File: config.mk
export PLATFORM = sky130hd
export DESIGN_NAME = iq_desc_proc
export DESIGN_NICKNAME = d
export VERILOG_FILES = /design/src/rtl/iq_pkg.sv /design/src/rtl/iq_regs.sv /design/src/rtl/iq_desc_dec.sv /design/src/rtl/iq_walker.sv /design/src/rtl/iq_desc_proc.sv
export SDC_FILE = /design/constraint.sdc
export NUM_CORES = 1
export LEC_CHECK = 0
export ABC_AREA = 1
export BUFFER_PORTS_ARGS = -buffer_cell sky130_fd_sc_hd__clkbuf_2
export CAP_MARGIN = 20
export CORE_AREA = 2 2 178 180
export CTS_CLUSTER_DIAMETER = 150
export DETAILED_ROUTE_END_ITERATION = 16
export DIE_AREA = 0 0 180 182
export GPL_ROUTABILITY_DRIVEN = 0
export PLACE_DENSITY = 0.64
export SYNTH_ARGS = -nofsm -noshare
export SYNTH_HDL_FRONTEND = slang
export SYNTH_SLANG_ARGS = --single-unit
File: constraint.sdc
create_clock -name clk -period 3.15 [get_ports clk]
set_clock_uncertainty 0.2 [all_clocks]
set_input_delay 0 -clock clk [delete_from_list [all_inputs] [get_ports clk]]
set_output_delay 0 -clock clk [all_outputs]
set_load 0.1 [all_outputs]
File: src/rtl/iq_pkg.sv
package iq_pkg;
  localparam int IDX_W       = 15;
  localparam int IDX_LSB     = 4;
  localparam int QERR_BIT    = 4;
  localparam int SWFLAG_BIT  = 5;
  localparam logic [3:0] DT_WAIT = 4'd4;
  localparam logic [3:0] DT_IEC  = 4'd5;

  typedef enum logic [1:0] {
    SEL_TAIL  = 2'd0,
    SEL_QADDR = 2'd1,
    SEL_FCLR  = 2'd2
  } reg_sel_t;

  typedef enum logic [1:0] {
    ST_IDLE,
    ST_FETCH,
    ST_DECODE,
    ST_STATUS
  } walk_st_t;
endpackage

File: src/rtl/iq_regs.sv
module iq_regs
  import iq_pkg::*;
#(
  parameter int ENTRY_ORDER = 8,
  parameter int ADDR_W      = 48
) (
  input  logic             clk,
  input  logic             rst_n,
  input  logic             wr_en,
  input  logic [1:0]       wr_sel,
  input  logic [63:0]      wr_data,
  input  logic             err_set,
  output logic [IDX_W-1:0] tail_idx,
  output logic [63:0]      qaddr,
  output logic             qerr,
  output logic             qa_accept,
  output logic [IDX_W-1:0] entry_mask
);
  localparam logic [63:0] HI_MASK  = ~((64'd1 << ADDR_W) - 64'd1);
  localparam logic [63:0] IDX_MASK = ((64'd1 << IDX_W) - 64'd1) << IDX_LSB;

  logic [IDX_W:0]   entry_cnt;
  logic [IDX_W-1:0] wr_idx;
  logic             tail_ok, qa_ok, fclr;

  assign entry_cnt  = {{IDX_W{1'b0}}, 1'b1} << (ENTRY_ORDER + int'(qaddr[2:0]));
  assign entry_mask = IDX_W'(entry_cnt - 1'b1);
  assign wr_idx     = wr_data[IDX_LSB +: IDX_W];

  assign tail_ok   = ((wr_data & ~IDX_MASK) == 64'd0) && ({1'b0, wr_idx} < entry_cnt);
  assign qa_ok     = (wr_data[11:3] == 9'd0) && ((wr_data & HI_MASK) == 64'd0);
  assign qa_accept = wr_en && (reg_sel_t'(wr_sel) == SEL_QADDR) && qa_ok;
  assign fclr      = wr_en && (reg_sel_t'(wr_sel) == SEL_FCLR) && wr_data[QERR_BIT];

  always_ff @(posedge clk) begin
    if (!rst_n) begin
      tail_idx <= '0;
      qaddr    <= '0;
      qerr     <= 1'b0;
    end else begin
      if (qa_accept) begin
        qaddr    <= wr_data;
        tail_idx <= '0;
      end else if (wr_en && (reg_sel_t'(wr_sel) == SEL_TAIL) && tail_ok) begin
        tail_idx <= wr_idx;
      end
      if (err_set)   qerr <= 1'b1;
      else if (fclr) qerr <= 1'b0;
    end
  end

  // the tail never points outside the current queue
  a_r4_tail_in_range: assert property (@(posedge clk) disable iff (!rst_n)
    {1'b0, tail_idx} < entry_cnt);

  // an address write with a reserved bit set leaves the register alone
  a_r5_qa_reserved: assert property (@(posedge clk) disable iff (!rst_n)
    (wr_en && wr_sel == 2'd1 && wr_data[3]) |=> $stable(qaddr));

  // a tail write with bit 0 set is dropped
  a_r3_tail_reserved: assert property (@(posedge clk) disable iff (!rst_n)
    (wr_en && wr_sel == 2'd0 && wr_data[0]) |=> $stable(tail_idx));
endmodule

File: src/rtl/iq_desc_dec.sv
module iq_desc_dec
  import iq_pkg::*;
(
  input  logic [127:0] desc,
  output logic         is_bad,
  output logic         sw_req,
  output logic [63:0]  sw_addr,
  output logic [31:0]  sw_data
);
  logic [3:0] dtype;
  logic       known;

  assign dtype   = desc[3:0];
  assign known   = (dtype == DT_WAIT) || (dtype == DT_IEC);
  assign is_bad  = !known;
  assign sw_req  = (dtype == DT_WAIT) && desc[SWFLAG_BIT];
  assign sw_data = desc[63:32];
  assign sw_addr = {desc[127:66], 2'b00};
endmodule

File: src/rtl/iq_walker.sv
module iq_walker
  import iq_pkg::*;
(
  input  logic             clk,
  input  logic             rst_n,
  input  logic [IDX_W-1:0] tail_idx,
  input  logic [63:0]      qaddr,
  input  logic             qerr,
  input  logic             qa_accept,
  input  logic [IDX_W-1:0] entry_mask,
  input  logic             d_bad,
  input  logic             d_sw_req,
  input  logic [63:0]      d_sw_addr,
  input  logic [31:0]      d_sw_data,
  input  logic             sw_ready,
  output logic [IDX_W-1:0] head_idx,
  output logic             mem_rd_en,
  output logic [63:0]      mem_rd_addr,
  output logic             sw_valid,
  output logic [63:0]      sw_addr,
  output logic [31:0]      sw_data,
  output logic             err_set
);
  walk_st_t         state;
  logic [IDX_W-1:0] head_nxt;

  assign head_nxt    = (head_idx + 1'b1) & entry_mask;
  assign mem_rd_en   = (state == ST_FETCH);
  assign mem_rd_addr = {qaddr[63:12], 12'h000} + (64'(head_idx) << IDX_LSB);
  assign sw_valid    = (state == ST_STATUS);
  assign err_set     = (state == ST_DECODE) && d_bad;

  always_ff @(posedge clk) begin
    if (!rst_n) begin
      state    <= ST_IDLE;
      head_idx <= '0;
      sw_addr  <= '0;
      sw_data  <= '0;
    end else if (qa_accept) begin
      state    <= ST_IDLE;
      head_idx <= '0;
    end else begin
      unique case (state)
        ST_IDLE:   if (!qerr && head_idx != tail_idx) state <= ST_FETCH;
        ST_FETCH:  state <= ST_DECODE;
        ST_DECODE: begin
          if (d_bad) begin
            state <= ST_IDLE;
          end else if (d_sw_req) begin
            sw_addr <= d_sw_addr;
            sw_data <= d_sw_data;
            state   <= ST_STATUS;
          end else begin
            head_idx <= head_nxt;
            state    <= ST_IDLE;
          end
        end
        ST_STATUS: if (sw_ready) begin
          head_idx <= head_nxt;
          state    <= ST_IDLE;
        end
        default: state <= ST_IDLE;
      endcase
    end
  end

  // no descriptor read while the error flag is up
  a_r10_no_fetch_in_error: assert property (@(posedge clk) disable iff (!rst_n)
    mem_rd_en |-> !qerr);

  // a stalled status write keeps its payload
  a_r8_sw_hold: assert property (@(posedge clk) disable iff (!rst_n)
    (sw_valid && !sw_ready && !qa_accept) |=> (sw_valid && $stable(sw_addr) && $stable(sw_data)));

  // the head stays on the failing entry
  a_r9_head_parks: assert property (@(posedge clk) disable iff (!rst_n)
    (err_set && !qa_accept) |=> $stable(head_idx));

  // the head only ever steps by one with wrap, or clears on a new address
  a_r6_head_step: assert property (@(posedge clk) disable iff (!rst_n)
    (!$stable(head_idx) && !$past(qa_accept)) |->
      (head_idx == (($past(head_idx) + 1'b1) & entry_mask)));
endmodule

File: src/rtl/iq_desc_proc.sv
module iq_desc_proc
  import iq_pkg::*;
#(
  parameter int ENTRY_ORDER = 8,
  parameter int ADDR_W      = 48
) (
  input  logic              clk,
  input  logic              rst_n,
  input  logic              reg_wr_en,
  input  logic [1:0]        reg_wr_sel,
  input  logic [63:0]       reg_wr_data,
  output logic [IDX_W-1:0]  head_idx,
  output logic [IDX_W-1:0]  tail_idx,
  output logic [63:0]       qaddr,
  output logic              qerr,
  output logic              mem_rd_en,
  output logic [63:0]       mem_rd_addr,
  input  logic [127:0]      mem_rd_data,
  output logic              sw_valid,
  input  logic              sw_ready,
  output logic [63:0]       sw_addr,
  output logic [31:0]       sw_data
);
  logic             err_set, qa_accept;
  logic [IDX_W-1:0] entry_mask;
  logic             d_bad, d_sw_req;
  logic [63:0]      d_sw_addr;
  logic [31:0]      d_sw_data;

  iq_regs #(.ENTRY_ORDER(ENTRY_ORDER), .ADDR_W(ADDR_W)) u_regs (
    .clk(clk), .rst_n(rst_n),
    .wr_en(reg_wr_en), .wr_sel(reg_wr_sel), .wr_data(reg_wr_data),
    .err_set(err_set),
    .tail_idx(tail_idx), .qaddr(qaddr), .qerr(qerr),
    .qa_accept(qa_accept), .entry_mask(entry_mask)
  );

  iq_desc_dec u_dec (
    .desc(mem_rd_data),
    .is_bad(d_bad), .sw_req(d_sw_req),
    .sw_addr(d_sw_addr), .sw_data(d_sw_data)
  );

  iq_walker u_walk (
    .clk(clk), .rst_n(rst_n),
    .tail_idx(tail_idx), .qaddr(qaddr), .qerr(qerr),
    .qa_accept(qa_accept), .entry_mask(entry_mask),
    .d_bad(d_bad), .d_sw_req(d_sw_req),
    .d_sw_addr(d_sw_addr), .d_sw_data(d_sw_data),
    .sw_ready(sw_ready),
    .head_idx(head_idx),
    .mem_rd_en(mem_rd_en), .mem_rd_addr(mem_rd_addr),
    .sw_valid(sw_valid), .sw_addr(sw_addr), .sw_data(sw_data),
    .err_set(err_set)
  );
endmodule

==> After elaboration in Yosys (flattened, before gate mapping) <==
Cells that the tools add are included.
{ "classes": {"n_addsub": 4, "order_cmp": 1, "n_eq_ne": 12, "shifts": 1, "n_mux": 11, "bitwise_logic": 3, "n_reduce_logical": 25} }
{ "op_table": {"columns": ["operator", "count"], "rows": [
  ["logical NOT 64 bit", 2],
  ["adder 64 x 19 -> 64 bit", 1],
  ["2-to-1 mux 15 bit", 3],
  ["case mux 15 bit (2 select lines)", 1],
  ["less-than comparator 15 x 16 -> 1 bit", 1],
  ["left shift 1 x 5 -> 16 bit (first input constant)", 1],
  ["adder 15 x 1 -> 15 bit (second input constant)", 1],
  ["bitwise AND 15 bit", 1],
  ["!= test 15 bit", 1],
  ["subtractor 15 x 1 -> 15 bit (second input constant)", 1],
  ["logical AND 1 bit", 11],
  ["logical NOT 9 bit", 1],
  ["equality test 4 x 3 -> 1 bit (second input constant)", 2],
  ["2-to-1 mux 2 bit", 4],
  ["case mux 2 bit (4 select lines)", 1],
  ["AND reduction 4 bit", 2],
  ["equality test 2 bit (second input constant)", 3],
  ["adder 4 x 3 -> 5 bit (first input constant)", 1],
  ["equality test 2 x 1 -> 1 bit (second input constant)", 2],
  ["logical NOT 2 bit", 2],
  ["!= test 2 x 1 -> 1 bit (second input constant)", 2],
  ["!= test 2 bit (second input constant)", 2],
  ["nonzero test 2 bit", 2],
  ["logical NOT 1 bit", 2],
  ["other kinds (5)", 7]
]} }
{ "word_totals": {"register_bits": 191, "inputBits": 198, "out_inout_bits": 257, "elab_cells": 64} }

==> Depth between registers and ports, before layout <==
Gate-level depths: netlist of the first run.
{ "depth": {"ltp_word": 7, "mapped_depth": 15, "mapped_depth_nobuf": 15} }

==> Hierarchy <==
From an unflattened synthesis of the first run, not the netlist that was laid out.
{ "unflattened": {"cells_unflattened": 1599, "hier_area_um2": 10714.0} }
{ "by_module_without_submodules": {"columns": ["mod", "n_inst", "cells_per_inst", "area_per_inst_um2", "seq_area_each_um2"], "rows": [
  ["iq_walker", 1, 995, 6507.5, 2262.2],
  ["iq_regs", 1, 501, 3450.8, 1601.5],
  ["iq_desc_dec", 1, 103, 755.7, 0.0]
]} }

==> Least setup slack after synthesis of the first run <==
Ideal clock, no wire load.
{ "synth_path": {"path_kind": "register to output", "start": "register u_walk.head_idx[8]", "end": "output port mem_rd_addr[38]", "arrival_time_ns": 4.012, "required_time_ns": 2.950, "slack_ns": -1.062, "path_stages_with_launch": 10, "n_path_buf": 0, "path_cell_list": "dfxtp_1 -> ha_1 -> inv_1 -> fa_1 -> o21ai_2 -> nand2_1 -> nand2_1 -> nand2_1 -> nor2_1 -> xor2_1"} }
{ "synth_between": {"elab_chain_len": 1} }
{ "synth_rtl": {"columns": ["element", "line_no", "rtl"], "rows": [
  ["from (decl)", "iq_walker.sv:16", "output logic [IDX_W-1:0] head_idx,"],
  ["from (signal assigned)", "iq_walker.sv:54", "head_idx <= head_nxt;"],
  ["from (signal assigned)", "iq_walker.sv:59", "head_idx <= head_nxt;"],
  ["adder 64 x 19 -> 64 bit", "iq_walker.sv:29", "assign mem_rd_addr = {qaddr[63:12], 12'h000} + (64'(head_idx) << IDX_LSB);"],
  ["to (decl)", "iq_desc_proc.sv:17", "output logic [63:0] mem_rd_addr,"]
]} }
No other way between the ends.

==> Worst setup path in the final report of the first run <==
{ "layout_path": {"start": "register u_walk.head_idx[8]", "end": "output port mem_rd_addr[56]"} }
Same word-level chain as after synthesis.

==> results of run 1 <==
-- worst min-delay path, cell delays in order --
cell	delay, ns
clkbuf_2	0.08
inv_1	0.04
nand3_1	0.11
nor2_2	0.07
nand2_1	0.10
nor2_4	0.08
nor2_1	0.09
nor2_1	0.05
-- where the power goes --
part / leakage, nW / total (W) / internal, W / switching (W)
combinational: 6.21 / 0.000519 / 0.000283 / 0.000236
sequential: 1.54 / 0.00241 / 0.00241 / 0.000000000107
clock: 0.279 / 0.00220 / 0.00112 / 0.00108
total: 8.03 / 0.00513 / 0.00381 / 0.00132
-- final timing paths --
check	to	slack, ns	cells past startpoint
setup / recovery	mem_rd_addr[56]	0.16	13
hold reg to reg	u_regs.qaddr[10]$_SDFFE_PN0P_	0.24	2
setup reg to reg	u_walk.sw_addr[27]$_SDFFE_PN0P_	0.45	10
hold / removal	u_walk.sw_addr[31]$_SDFFE_PN0P_	0.0002	8
-- through the flow --
step                      instances  power (W)   util  worst slack, ns  setup TNS [ns]
after floorplan                1637    0.00263      -          -0.0935          -0.481
after global placement         2419    0.00277  0.439            0.349               0
final                          2671    0.00513  0.531            0.156               0
after CTS                      2664    0.00517  0.528          0.00245               0
after global routing           2671    0.00533  0.531          0.00804               0
after detailed placement       2419    0.00277  0.439            0.336               0
-- cells in the mapped netlist, types with 2 or more instances --
| cell | instances | area (um^2) |
|---|---|---|
| buf_4 | 15 | 113 |
| and2_1 | 3 | 18.8 |
| xnor2_1 | 28 | 245 |
| nor2_4 | 2 | 22.5 |
| ha_1 | 16 | 200 |
| xor2_1 | 30 | 263 |
| o21ai_0 | 47 | 235 |
| a21oi_1 | 60 | 300 |
| buf_2 | 25 | 125 |
| nand4_1 | 23 | 144 |
| nor2_2 | 2 | 12.5 |
| nand2_1 | 450 | 1690 |
| clkbuf_1 | 26 | 97.6 |
| nand3b_1 | 4 | 30.0 |
| buf_6 | 4 | 45.0 |
| nor3_1 | 51 | 255 |
| inv_1 | 241 | 905 |
| nand3_1 | 65 | 325 |
| buf_1 | 2 | 7.51 |
| and3_1 | 2 | 12.5 |
| nor2_1 | 338 | 1270 |
| dfxtp_1 | 191 | 3820 |
-- state kept, by name, indices dropped and copies added (netlist names) --
name / flops
u_regs.qerr: 1
u_walk.head_idx: 15
u_walk.sw_data: 32
u_regs.tail_idx: 15
u_walk.sw_addr: 62
u_walk.state: 2
u_regs.qaddr: 64
-- what timing repair did --
item                                    CTS  global route
resized for setup                        12            15
pin swaps                                 1             3
hold buffers                            214             1
endpoints found under the setup margin   17            23
hold endpoints to repair                164             1
setup buffers                             0             6
-- placed cells by master, fill, tap and decap left out, types with 2 or more instances in the layout --
master / netlist / routed
buf_12: 0 / 25
xnor2_2: 0 / 4
nor3_1: 51 / 51
nor2_1: 338 / 337
and3_1: 2 / 2
nor2_4: 2 / 2
nand2_1: 450 / 438
inv_6: 0 / 4
nand3b_1: 4 / 4
dfxtp_2: 0 / 5
xor2_1: 30 / 5
ha_2: 0 / 2
and2_1: 3 / 3
clkbuf_2: 0 / 384
inv_1: 241 / 241
nand2_4: 0 / 3
o21ai_1: 1 / 2
ha_1: 16 / 13
nor2_2: 2 / 3
xnor2_1: 28 / 17
xor2_4: 0 / 15
clkbuf_16: 0 / 17
clkinv_2: 0 / 2
conb_1: 1 / 6
dlygate4sd3_1: 0 / 215
inv_8: 0 / 3
buf_4: 15 / 40
xor2_2: 0 / 10
clkbuf_4: 0 / 8
a21oi_1: 60 / 59
o21ai_0: 47 / 46
dfxtp_1: 191 / 185
nand2_2: 0 / 9
nand4_1: 23 / 23
nand3_1: 65 / 64
clkinvlp_4: 0 / 2
xnor2_4: 0 / 7
-- final cells by class --
type | count | area [um^2]
Tap cell | 402 | 503
Fill cell | 2859 | 14500
Sequential cell | 191 | 3830
Multi-Input combinational cell | 1133 | 5700
Clock inverter | 14 | 149
Inverter | 241 | 905
Clock buffer | 17 | 425
Timing Repair Buffer | 673 | 4940
-- kinds of logic after synthesis --
group	synth area share
and+or+nand+nor	0.371
buffers and inverters	0.127
DFF	0.375
AOI/OAI and AO/OA	0.0551
xor gates and xnor gates	0.0498
adders and majority gates	0.0216
other	0.000368
-- metal layers --
| layer | GRT usage | vias to the layer above | share of wire |
|---|---|---|---|
| met5 | 0 | - | 0.00062 |
| met4 | 0.102 | 4 | 0.039 |
| met3 | 0.0493 | 114 | 0.061 |
| met2 | 0.415 | 500 | 0.49 |
| met1 | 0.291 | 5682 | 0.41 |
| li1 | - | 6172 | - |
==> impl_metrics.ini, run 1 <==
[status]
status = completed

[timing]
slew_headroom = 0.419
hold_viol = 0
finalCritPeriodShare = 0.950
fin_hold_ws_ns = 0.000234
maxSlewViolCount = 0
rsz0062_at_grt = false
fin_crit_ns = 2.99
fmax_mhz = 334
tightest_slew_ns = 0.871
setup_viol = 0

[clock_network]
cts_tree = done
clock-sinks = 191
clk_latency_ns = 0.45
clk_pin_slew_ns = 0.08
cts.htree.levels = 4
numCtsBuffers = 17
clock_path_buffers = 2
cts_root_buf = clkbuf_16

[global_routing]
grt_use_total = 0.240
grt_pass1_wl_um = 63000
grt_max_degree = 84
grt_antenna_before_repair = 2
grt-ovfl-total = 0
grt_pass1_vias = 12100

[setup_path]
crit_required_ns = 2.95
startpoint = u_walk.head_idx[8]$_SDFFE_PP0P_
cp_slowest_stage_delay_ns = 0.41
critical_path_class = reg2out
critPathLaunchType = register
critical_path.max_fanout = 7
cp-end-kind = output port
crit_buf_inv = 4
cp_slowest_cell = dfxtp_4
r2r_start = u_walk.state[0]$_SDFFE_PP0P_
arrival_ns = 2.79
critPathTopFamily = simple AND/OR/NAND/NOR gates
crit_chain = ha_4, inv_1, fa_2, o21ai_4, nand2_1, nand2_2, buf_4, nand2_1, nor2_1, buf_4, nand3_1, nand2_2, buf_12

[synthesis]
postSynthCellCount = 1632
yosysUniqueCellTypes = 29
syn_area_per_cell_um2 = 6.25
yosysWarnings = 0
ys_ff_latch = 191
synth_edf_count = 0
async_flop_share = 0
yosysSeqAreaShare = 0.375
netlist_area_um2 = 10200
synthFlopType = dfxtp_1

[place]
hpwlAfterDp_um = 28700
placed_area_um2 = 13600
io_buffers = 419

[pwr]
leakagePower_nw = 8.03
vdd_drop_max_mv = 0.422
powerDensity_nw_per_um2 = 312

[floorplanning]
num_rows = 65
die_y_um = 182
design.die.area_um2 = 32800
die_x_um = 180
start_util = 0.329
io_pins = 455
coreArea_um2 = 31000

[routing]
vias = 12500
drt_iter0_drc = 757
detail_route.first_pass.iterations = 5
wire_per_inst_um = 15.1
wirelength_um = 40300
via_per_inst = 4.67
drc_errors = 0
ant_nets = 0

[flow_run]
maxCapViolCount = 0

[finish]
nNetsFinal = 2472
areaGrowthSynthToFinish_pct = 61.4
stdcell_area_um2 = 16500
drive_above_1_share = 0.245
antenna-diode-count = 0

[min_path]
min_path_type = in2reg
min_from = mem_rd_data[1]
Power figures use the tool's default switching activity.
==> run 2, diff against run 1 <==
==> constraint.sdc (replaced) <==
create_clock -name clk -period 3.61 [get_ports clk]
set_clock_uncertainty 0.2 [all_clocks]
set_input_delay 0 -clock clk [delete_from_list [all_inputs] [get_ports clk]]
set_output_delay 0 -clock clk [all_outputs]
set_load 0.1 [all_outputs]
==> run 2 against run 1 <==
  * Wire length decreased by 3.9%
  * Worst hold slack better by 0.031 ns
  * Die area unchanged
  * Count of clock-buffer cells in the layout grew 1
  * Non-clock buffer count shrank 28
  * Combinational power is 14% lower
  * Critical endpoint is now mem_rd_addr[32]
==> impl_metrics.ini, run 2 (synthesis results as in run 1) <==
[place]
io_buffers = 419
placed_area_um2 = 12900
pre_cts_ws_ns = 0.520
hpwlAfterDp_um = 27500

[global_routing]
grt_max_degree = 85
grt-ovfl-total = 0
grt_pass1_vias = 11600
grt_pass1_wl_um = 59500
grt_use_total = 0.228
grt_antenna_before_repair = 1

[routing]
wirelength_um = 38800
drc_errors = 0
vias = 12300
detail_route.first_pass.iterations = 6
ant_nets = 0
drt_iter0_drc = 803
via_per_inst = 4.66
wire_per_inst_um = 14.7

[clock_network]
numCtsBuffers = 17
cts.htree.levels = 4
cts_tree = done
clock-sinks = 191
clk_latency_ns = 0.45
clk_pin_slew_ns = 0.08
clock_path_buffers = 2
cts_root_buf = clkbuf_16

[setup_path]
critPathLaunchType = register
arrival_ns = 3.14
rrSetupSlack_ns = 0.75
critical_path.max_fanout = 7
critical_path_class = reg2out
timing.rr.end = u_walk.sw_addr[51]$_SDFFE_PN0P_
endpoint = mem_rd_addr[32]
cp-end-kind = output port
reg2reg_depth = 10
startpoint = u_walk.head_idx[8]$_SDFFE_PP0P_
r2r_start = u_walk.state[0]$_SDFFE_PP0P_
crit_required_ns = 3.41

[floorplanning]
die_x_um = 180
start_util = 0.329
coreArea_um2 = 31000
io_pins = 455
die_y_um = 182
design.die.area_um2 = 32800
num_rows = 65

[finish]
largest_register_ffs = 64
top_register = u_regs.qaddr
nNetsFinal = 2444
stdcell_area_um2 = 15700
fillers = 2994
drive_above_1_share = 0.225
utilization = 0.507
top_regs = u_regs.qaddr (64), u_walk.sw_addr (62), u_walk.sw_data (32)
areaGrowthSynthToFinish_pct = 54.1
layout_commonest_cell = nand2_1
final_cell_mix = nand2_1 (448), clkbuf_2 (408), nor2_1 (336)

[min_path]
min_path_type = in2reg

[timing]
layout_setup_ws_ns = 0.274
fin_crit_ns = 3.34
finalCritPeriodShare = 0.924
hold_viol = 0
tightest_slew_ns = 0.916
slew_headroom = 0.389
fin_tns_setup_ns = 0
rsz0062_at_grt = false
maxSlewViolCount = 0
fmax_mhz = 300
setup_viol = 0

[pwr]
combPwrFrac = 0.097
power_frac_clock = 0.445
power_frac_seq = 0.458
power_switching_w = 0.00117
vdd_drop_max_mv = 0.295
p_sw_frac = 0.254
leakagePower_nw = 7.85
p_int_w = 0.00343
powerDensity_nw_per_um2 = 293

[flow_run]
maxCapViolCount = 0

[status]
status = completed
==> run 2: cell types whose count changed in the layout (fill, tap and decap cells not counted), moves of 10 or more <==
cell	previous run	this run
clkbuf_2	384	408
xor2_4	15	4
nand2_1	438	448
buf_12	25	9
buf_4	40	15
==> run 2: how the worst min path moves through the flow <==
stage,start,end,depth (start not counted)
detailed placement,reg_wr_data[23],u_regs.qaddr[23]$_SDFFE_PN0P_,3
global placement,reg_wr_data[21],u_regs.qaddr[21]$_SDFFE_PN0P_,3
CTS,reg_wr_data[62],u_regs.qaddr[9]$_SDFFE_PN0P_,7
global route,mem_rd_data[5],u_walk.sw_addr[59]$_SDFFE_PN0P_,7
floorplan,reg_wr_data[18],u_regs.tail_idx[14]$_SDFFE_PP0P_,2
finish,reg_wr_data[62],u_regs.qaddr[9]$_SDFFE_PN0P_,7
==> run 2: power by group through the flow <==
stage	registers, W	logic, W	clock network [W]
after floorplan	0.00215	0.000141	0
after global placement	0.00215	0.000261	0
after detailed placement	0.00215	0.000264	0
after CTS	0.00210	0.000437	0.00209
after global routing	0.00210	0.000486	0.00216
final	0.00210	0.000448	0.00204
==> run 2: routing by layer <==
metal | wire, um | up-vias | part of all wire | track usage
li1 | - | 6116 | - | -
met1 | 15700 | 5591 | 0.41 | 0.267
met2 | 18900 | 517 | 0.49 | 0.396
met3 | 2470 | 110 | 0.064 | 0.0455
met4 | 1620 | 0 | 0.042 | 0.114
met5 | 0 | - | 0 | 0
==> run 2: repair_timing <==
action,4_1_cts,5_1_grt
hold endpoints to repair,151,0
hold buffers,212,0
gates resized for setup,0,6
setup buffers,0,0
endpoints found under the setup margin,0,10
==> run 2: per-stage QoR <==
| step | instances | total power, W | hold slack (ns) |
|---|---|---|---|
| 6_report | 2645 | 0.00460 | 0.0312 |
| 4_1_cts | 2644 | 0.00463 | 0.0126 |
| 2_1_floorplan | 1637 | 0.00229 | -0.0651 |
| 5_1_grt | 2645 | 0.00475 | 0.0658 |
| 3_3_place_gp | 2400 | 0.00242 | 0.0430 |
| 3_5_place_dp | 2400 | 0.00242 | 0.0499 |
==> run 2: cell type report <==
type | count | area, um^2 | area share
antenna | 1 | 2.50 | 0.000159
clock buffer | 18 | 439 | 0.0280
clock inverter | 14 | 193 | 0.0123
inverter | 241 | 905 | 0.0576
multi-input combinational | 1133 | 5380 | 0.342
sequential | 191 | 3820 | 0.243
tap | 402 | 503 | 0.0320
timing repair buffer | 645 | 4460 | 0.284
==> run 2: worst max-delay path, stage by stage (launching register included) <==
cell     delay (ns)
dfxtp_1        0.51
ha_1           0.27
inv_1          0.07
fa_1           0.41
o21ai_2        0.25
nand2_1        0.10
nand2_2        0.19
nand2_1        0.16
nor2_2         0.26
xor2_4         0.15
buf_4          0.30
